`src/rtl/nlpf_ctrl.sv`:
```
module nlpf_ctrl #(
  parameter int ADDR_W = 16,
  parameter int IDX_W  = 4
) (
  input  logic              clk,
  input  logic              rst_n,
  input  logic              mode_tagged,
  input  logic              lk_valid,
  input  logic [ADDR_W-1:0] lk_addr,
  input  logic              lk_hit,
  input  logic              lk_succ_hit,
  input  logic              fill_valid,
  input  logic [ADDR_W-1:0] fill_addr,
  input  logic              fill_is_pf,
  output logic              pf_valid,
  input  logic              pf_ready,
  output logic [ADDR_W-1:0] pf_addr
);
  localparam int LINES = 1 << IDX_W;

  logic [LINES-1:0]  used;
  logic              outst;
  logic [IDX_W-1:0]  lk_idx, fill_idx;
  logic              first_use, trig, busy, launch, retire;
  logic [ADDR_W-1:0] succ;

  assign lk_idx    = lk_addr[IDX_W-1:0];
  assign fill_idx  = fill_addr[IDX_W-1:0];
  assign first_use = lk_valid && lk_hit && !used[lk_idx];
  assign trig      = lk_valid && (!lk_hit || (mode_tagged && first_use));
  assign busy      = pf_valid || outst;
  assign launch    = trig && !busy && !lk_succ_hit;
  assign succ      = lk_addr + ADDR_W'(1);
  assign retire    = outst && fill_valid && fill_is_pf && (fill_addr == pf_addr);

  always_ff @(posedge clk) begin
    if (!rst_n) begin
      used <= '1;
    end else begin
      if (fill_valid) used[fill_idx] <= !fill_is_pf;
      if (lk_valid && lk_hit) used[lk_idx] <= 1'b1;
    end
  end

  always_ff @(posedge clk) begin
    if (!rst_n) begin
      pf_valid <= 1'b0;
      pf_addr  <= '0;
      outst    <= 1'b0;
    end else begin
      if (launch) begin
        pf_valid <= 1'b1;
        pf_addr  <= succ;
      end else if (pf_valid && pf_ready) begin
        pf_valid <= 1'b0;
        outst    <= 1'b1;
      end
      if (retire) outst <= 1'b0;
    end
  end

  p_hold_stall_r10: assert property (@(posedge clk) disable iff (!rst_n)
    pf_valid && !pf_ready |=> pf_valid && $stable(pf_addr));

  p_succ_wrap_r7: assert property (@(posedge clk) disable iff (!rst_n)
    $rose(pf_valid) |-> pf_addr == ADDR_W'($past(lk_addr) + ADDR_W'(1)));

  p_resident_drop_r9: assert property (@(posedge clk) disable iff (!rst_n)
    $rose(pf_valid) |-> $past(lk_valid) && !$past(lk_succ_hit));

  p_single_flight_r8: assert property (@(posedge clk) disable iff (!rst_n)
    $rose(pf_valid) |-> !$past(outst));

  p_exclusive_r8: assert property (@(posedge clk) disable iff (!rst_n)
    !(pf_valid && outst));
endmodule

```
`config.mk`:
```
export PLATFORM = sky130hd
export DESIGN_NAME = nlpf_ctrl
export DESIGN_NICKNAME = d
export VERILOG_FILES = /design/src/rtl/nlpf_ctrl.sv
export SDC_FILE = /design/constraint.sdc
export NUM_CORES = 1
export LEC_CHECK = 0
export ABC_AREA = 1
export BUFFER_PORTS_ARGS = -buffer_cell sky130_fd_sc_hd__clkbuf_2
export CAP_MARGIN = 20
export CORE_ASPECT_RATIO = 0.9
export CORE_MARGIN = 5
export CORE_UTILIZATION = 60
export CTS_BUF_LIST = sky130_fd_sc_hd__clkbuf_8
export CTS_CLUSTER_SIZE = 8
export DETAILED_ROUTE_END_ITERATION = 8
export PLACE_DENSITY_LB_ADDON = 0.25
export SYNTH_ARGS = -nofsm -noshare
export SYNTH_HDL_FRONTEND = slang
export SYNTH_SLANG_ARGS = --single-unit
```
`constraint.sdc`:
```
create_clock -name clk -period 3.85 [get_ports clk]
set_input_delay 0.1925 -clock clk [delete_from_list [all_inputs] [get_ports clk]]
set_output_delay 0.1925 -clock clk [all_outputs]
set_load 0.005 [all_outputs]
```
### Word-level counts from Yosys, hierarchy flattened

Cells that the tools add are included.

* word-level logic and storage cells: 47
* input port bits: 41
* output and inout port bits: 17
* register bits after elaboration: 34

* multiplexer cells: 12
* order comparisons: 4
* bitwise logic cells: 3
* reduce and logical (&&, ||, !) cells: 22
* add/subtract/negate cells: 1
* eq/ne operators: 1

Operators with widths (number)
* 16-bit 2-to-1 mux: 3
* 16-bit by 1-bit adder with 16-bit output, second input constant: 1
* 16-bit bitwise mux: 1
* 16-bit equality test: 1
* 16-bit bitwise OR: 1
* 1-bit logical AND: 12
* 4-bit by 5-bit less-than comparator with 1-bit output, second input constant: 2
* 1-bit demux with 4-bit select: 2
* 4-bit by 1-bit >= comparator with 1-bit output, second input constant: 2
* 1-bit zero test: 5
* 1-bit 2-to-1 mux: 5
* 1-bit binary-select mux with 4-bit select: 1
* 1-bit logical OR: 2
* 1-bit inverter: 2
* 2-bit AND reduction: 1
* 2-bit nonzero test: 1
* 2-bit OR reduction: 1

### Logic depth before layout (Yosys ltp)

Gate-level depths: netlist of the first run.

* word-level depth: 11
* depth in mapped cells: 13
* gate-level depth less buffers: 12

### Least setup slack after synthesis of the first run

No wires, ideal clock.

* path type: input port to flip-flop
* start point: input port lk_addr[0]
* end point: register pf_addr[14]
* stages on the path: 9
* data required time: 3.735 ns
* library setup time: 0.115 ns
* path slack: 2.474 ns
* arrival time: 1.261 ns
* buffers on the path: 0
* path through: ha_1 inv_1 nor2_2 nand3_1 nor3_1 xor2_1 nand3_1 nand2_1 nor2_1

* cells in the longest elaborated chain, start to end: 9
* elaborated cells between the ends (all ways): 10
* those cells by class: add/sub: 1; mux: 2; reduce/logical: 7

Ends and longest elaborated chain
* from (decl): RTL line 9 `input logic [ADDR_W-1:0] lk_addr,`
* 1-bit binary-select mux with 4-bit select: RTL line 29 `assign first_use = lk_valid && lk_hit && !used[lk_idx];`
* 1-bit 2-to-1 mux (not written as such): RTL line 29
* 1-bit zero test: RTL line 29
* 1-bit logical AND: RTL line 29
* 1-bit logical AND: RTL line 30 `assign trig = lk_valid && (!lk_hit || (mode_tagged && first_use));`
* 1-bit logical OR: RTL line 30
* 1-bit logical AND: RTL line 30
* 1-bit logical AND (2 in series): RTL line 32 `assign launch = trig && !busy && !lk_succ_hit;`
* to (signal assigned): RTL line 53 `pf_addr <= succ;`
* to (decl): RTL line 17 `output logic [ADDR_W-1:0] pf_addr`

Parallel ways exist; a longest one is shown, timed or not. The select of a mux whose other input is x is not followed.
A chain may end at the register's enable or synchronous reset.

### Worst setup path after layout of the first run

* start point: register used[13]
* end point: register pf_addr[15]

* cells in the longest elaborated chain, start to end: 9

Ends and longest elaborated chain
* from (decl): RTL line 21 `logic [LINES-1:0] used;`
* from (signal, indexed assignment): RTL line 40 `if (fill_valid) used[fill_idx] <= !fill_is_pf;`
* 1-bit binary-select mux with 4-bit select: RTL line 29
* 1-bit 2-to-1 mux (not written as such): RTL line 29
* 1-bit zero test: RTL line 29
* 1-bit logical AND: RTL line 29
* 1-bit logical AND: RTL line 30
* 1-bit logical OR: RTL line 30
* 1-bit logical AND: RTL line 30
* 1-bit logical AND (2 in series): RTL line 32

Every way passes these cells. The select of a mux whose other input is x is not followed.

==> results of run 1 <==
## registers in the layout, indices dropped and copies added, names as in the netlist
| name | count |
|---|---|
| outst | 1 |
| pf_addr | 16 |
| pf_valid | 1 |
| used | 16 |
## cell type report
class | count | area (µm²)
multi-input cells | 262 | 1428
fillers | 336 | 1017
flip-flops and latches | 34 | 680.7
repair buffers | 58 | 292.8
inverters | 38 | 142.6
clock buffers | 6 | 82.58
well taps | 46 | 57.56
clock inverters | 1 | 30.03
## worst reg2reg max path, cell delays in order (launching register included)
cell	delay (ps)
dfxtp_1	310
inv_1	60
nand2_1	50
nand3_1	90
nand2_1	50
nand2_1	60
nand2_1	70
nor2_1	130
nand2_2	80
nand2_4	300
nand3_1	130
nand2_1	100
nor2_1	60
## through the flow
step	std cells	util [%]	instance area, µm²	hold slack (ps)
floorplan	346	-	2327	352.5
global placement	438	69.72	2601	459.3
detailed placement	438	69.72	2601	478.3
CTS	445	72.74	2714	189.9
global route	445	72.74	2714	202.3
finish	445	72.74	2714	192.1
## kinds of logic (layout without fill, tap and decap cells)
kind of cell,count (synthesis),after routing,share of synthesized area (%)
AO/OA/AOI/OAI,48,48,12.26
XOR/XNOR,28,28,10.54
adder cells (fa/ha/maj),4,4,2.151
buffers and inverters,50,103,9.785
flip-flops,34,34,29.25
AND/OR/NAND/NOR,182,182,36.02
## worst paths after layout
kind / slack (ps) / cells past startpoint / start / to
worst max-delay path: 2260 / 12 / used[13] / pf_addr[15]
worst min-delay path: 190 / 3 / pf_ready / outst
worst max register to register: 2260 / 12 / used[13] / pf_addr[15]
worst min register to register: 500 / 2 / used[14] / used[14]
## power groups by stage
stage                     Combinational (µW)  Clock (µW)  Sequential [µW]
final                                    182         332              382
after global routing                     204         353              384
after CTS                                181         332              382
after detailed placement                 179           0              390
after global placement                   176           0              390
after floorplan                          119           0              388
## placed cells by master, fill, tap and decap left out, types with 2 or more instances in the layout
cell and count:
o311ai_0 2, a31oi_1 3, xnor2_1 15, xor2_1 13
o211ai_1 2, nand3_1 26, o21ai_0 10, a21oi_1 22
inv_1 36, nor2_1 41, clkbuf_2 57, nor3_2 2
ha_1 4, dfxtp_1 34, nand3_2 9, nand4_1 8
inv_2 2, o2111ai_1 6, nor3_1 8, clkbuf_8 6
nand2_1 83
## routing by layer
| metal | GRT usage [%] | wire length [µm] | vias up |
|---|---|---|---|
| met5 | 0 | 0 | - |
| met4 | 4.854 | 29 | 0 |
| met3 | 5.959 | 724 | 6 |
| met1 | 38.28 | 2861 | 1044 |
| met2 | 36.82 | 2677 | 118 |
| li1 | - | - | 1240 |
==> out/qor.yml, run 1 <==
outcome: "finished clean"
powerDensity_mw_per_mm2: 330.1
clock_path_buffers: 2
worstPathMaxFanout: 33
rsz0062_at_grt: "no"
chipHeight_um: 69.09
dieArea_mm2: 0.005226
overflow: 0
ir_drop_v: 0.0002649
synthArstFlopShare_pct: 0
synth_area_mm2: 0.002327
root_buffer: "clkbuf_8"
grt_antenna_before_repair: 0
synthFlopType: "dfxtp_1"
yosysSeqAreaShare_pct: 29.25
max_freq_mhz: 630.8
synth_area_leader_cell: "dfxtp_1"
grt_first_pass_wirelength_mm: 10.61
fin_setup_tns_ps: 0
drc: 0
synth_commonest_cells: "83 x nand2_1, 41 x nor2_1, 36 x inv_1, 34 x dfxtp_1, 26 x nand3_1"
critPathSlowestCell: "dfxtp_1"
gp_congestion: 0.9428
drive_above_1_share_pct: 20.80
startpoint_type: "flop"
fin_crit_sh_pct: 41.17
firstDrtPassIters: 4
synth-seq-cells: 34
synth.top_cell.area_share_pct: 29.25
yosys_warnings: 0
p_leak_uw: 0.001324
via_per_inst: 5.411
finalCriticalPeriod_ps: 1585
hold_viol_final: 0
path_buf_inv: 1
switching_share_pct: 28.02
avgSynthCellArea_um2: 6.726
rows: 21
area_delta_synth_final_pct: 16.61
vias: 2408
hold_buffers: 0
die_w_um: 75.65
start_util_pct: 62.37
cts_tree: "done"
synthCells: 346
nNetsFinal: 444
clk_pin_slew_ps: 70
antenna_left: 0
cts_resized: 0
worstPathCellList: "inv_1 -> nand2_1 -> nand3_1 -> nand2_1 -> nand2_1 -> nand2_1 -> nor2_1 -> nand2_2 -> nand2_4 -> nand3_1 -> nand2_1 -> nor2_1"
power_frac_seq_pct: 42.7
grt_use_total_pct: 25.47
cts_setup_buffers: 0
clock_sinks: 34
pwr-share-clk_pct: 37.0
yosys-top-cells-area: "dfxtp_1 29%, nand2_1 13%, nor2_1 6.6%"
numCtsBuffers: 5
dp_hpwl_mm: 4.886
htreeDepth: 2
setup_viol_count_final: 0
wire_per_inst_um: 14.14
core_mm2: 0.003731
synth_edf_count: 0
yosysMostFrequentCell: "nand2_1"
maxCapViolations: 0
tightest_slew_ps: 686.7
slowest_delay_ps: 310
pre_cts_ws_ps: 2000
cp.required_ps: 4020
path_common_cell: "nand2_1"
hp-class: "input port to flop"
clk_latency_ps: 280
internal_power_uw: 644.8
routed_wl_mm: 6.293
power_uw: 895.8
slew_headroom_pct: 53.87
syn_nets: 391
portBuffers: 57
critPathArrivalTime_ps: 1760
io_pins: 58
grt_max_degree: 34
grt_pass1_vias: 2273
n_antenna_cell: 0
drv_slew: 0
worstSetupPathType: "flop to flop"
p_switching_uw: 251.0
drt_iter0_markers: 229
p_comb_share_pct: 20.3
worst_path_dominant_cell_family: "simple AND/OR/NAND/NOR gates"
endpoint_kind: "flop"
fin_skew_ps: 8.616
synth.lib_cells_used.distinct: 32
layout_setup_ws_ps: 2265
No activity file was read; power rests on OpenSTA's default activity.
==> run 2: changes to the inputs <==
Settings changed: CORE_UTILIZATION 60 to 55.
Clock period 3.85 ns to 1.5 ns, I/O delays scaled along.
==> run 2 against run 1 <==
  * Via count increased by 7.0%
  * Wire length up 5.4%
  * Global-route usage fell by 1.6 points
  * Clock skew fell by 1.1 ps
  * Clock power rose by 120%
  * Core utilization is 0.14 points higher
  * Sequential share of layout area fell by 1.9 points
  * Register-to-register slack got worse by 2200 ps
  * Setup slack worse by 2200 ps
  * Sequential cell count did not move
  * Critical path depth unchanged
  * Critical endpoint is now pf_addr[4]
  * Largest power group unchanged
==> out/qor.yml, run 2 (synthesized netlist as in run 1, its figures left out) <==
worstPathMaxFanout: 7  # -79%
grt_antenna_before_repair: 0  # unchanged
layout_common_cells: "80 x nand2_1, 57 x clkbuf_2, 40 x nor2_1"
power_uw: 2263  # +150%
grt_first_pass_wirelength_mm: 10.81  # +1.9%
area_delta_synth_final_pct: 27.58
portBuffers: 57  # unchanged
chipHeight_um: 71.71  # +3.8%
hold_buffers: 0  # unchanged
via_per_inst: 5.471  # +1.1%
clock_sinks: 34  # unchanged
dp_hpwl_mm: 5.008  # +2.5%
drv_slew: 0  # unchanged
layout_setup_ws_ps: 26.48  # -2238 ps
finalCriticalPeriod_ps: 1474  # -111.7 ps
rows: 22  # +4.8%
cp.required_ps: 1680  # -2340 ps
antenna_left: 0  # unchanged
hp-class: "input port to flop"
maxCapViolations: 0  # unchanged
gp_congestion: 1.026  # +8.9%
postLayoutCellArea_mm2: 0.002969  # +9.4%
fin_skew_ps: 7.550  # -1.066 ps
pre_cts_ws_ps: -17.38  # -2017 ps
grt_pass1_vias: 2201  # -3.2%
grt_use_total_pct: 23.82  # -1.6 points
firstDrtPassIters: 4  # unchanged
routed_wl_mm: 6.634  # +5.4%
powerDensity_mw_per_mm2: 762.1  # +130%
core_mm2: 0.004074  # +9.2%
ir_drop_v: 0.0005900  # +120%
start_util_pct: 57.13  # -5.2 points
hold_slack_ps: 66.31  # -125.8 ps
drive_above_1_share_pct: 29.08  # +8.3 points
n_antenna_cell: 0  # unchanged
placed_cell_area_mm2: 0.002744  # +5.5%
vias: 2577  # +7.0%
hold_viol_final: 0  # unchanged
outcome: "finished clean"
io_pins: 58  # unchanged
clk_latency_ps: 280  # about the same
nNetsFinal: 467  # +5.2%
grt_max_degree: 34  # unchanged
p_leak_uw: 0.001445  # +9.1%
cts_tree: "done"
die_w_um: 78.57  # +3.9%
clk_pin_slew_ps: 80  # about the same
clock_path_buffers: 2  # unchanged
htreeDepth: 2  # unchanged
worstSetupPathType: "flop to flop"
dieArea_mm2: 0.005634  # +7.8%
final_common_cell: "nand2_1"
setup_viol_count_final: 0  # unchanged
fin_crit_sh_pct: 98.23  # +57 points
top_regs: "pf_addr x16, used x16"
wire_per_inst_um: 14.08  # -0.40%
root_buffer: "clkbuf_8"
startpoint_type: "flop"
tightest_slew_ps: 582.0  # -104.7 ps
max_freq_mhz: 678.6  # +7.6%
endpoint_kind: "flop"
rsz0062_at_grt: "yes"
critPathArrivalTime_ps: 1650  # -110 ps
overflow: 0  # unchanged
drt_iter0_markers: 238  # +3.9%
drc: 0  # unchanged
numCtsBuffers: 5  # unchanged
slew_headroom_pct: 60.90  # +7.0 points
fin_setup_tns_ps: 0  # unchanged
run 2: cell count changes in the layout (fill, tap and decap cells not counted), sizes merged:
cell | previous run | this run
buf | 1 | 22
bufinv | 1 | 0
clkbuf | 63 | 64
clkinv | 0 | 1
clkinvlp | 0 | 1
nand2 | 85 | 86
run 2: final cells by class:
class	instances	area, µm²
clock buffers	6	82.58
flip-flops and latches	34	688.2
fillers	343	1105
multi-input cells	263	1488
repair buffers	80	495.5
well taps	48	60.06
clock inverters	2	12.51
inverters	38	142.6
run 2: report_power, final:
group	switching (µW)	leakage, µW	internal (µW)
registers	39.4	0.000275	944
clock network	347	0.0000472	369
logic	316	0.00112	248
total	702	0.00144	1560
run 2: timing repair:
action	CTS	global route
setup buffers	0	4
gates resized for setup	0	22
setup endpoints to repair	0	17
run 2: metrics by stage:
step	cells	util, %
after floorplan	346	-
after global placement	457	67.35
after detailed placement	457	67.35
after CTS	465	69.69
after global routing	471	72.88
final	471	72.88
run 2: path summary, 6_finish.rpt:
check	cells past startpoint	from	to	slack, ps
setup / recovery	12	used[15]	pf_addr[4]	30
setup reg to reg	12	used[15]	pf_addr[4]	30
hold / removal	3	pf_ready	outst	70
hold reg to reg	2	used[4]	used[4]	490
run 2: metal layers:
| layer | share of wire, % | track usage (%) | up-vias |
|---|---|---|---|
| li1 | - | - | 1284 |
| met1 | 48 | 37.09 | 1153 |
| met2 | 41 | 33.84 | 129 |
| met3 | 9.9 | 5.402 | 11 |
| met4 | 1.2 | 2.913 | 0 |
| met5 | 0 | 0 | - |
run 2: critical path, stage by stage, from the launching register on:
cell and delay [ps]:
dfxtp_1 350, inv_1 60, nand2_1 70, nand3_1 90
nand2_1 80, nand2_2 50, nand2_2 70, nor2_4 50
nand2_4 100, nand2_8 90, clkbuf_16 160, a21oi_1 140
nor2_1 70
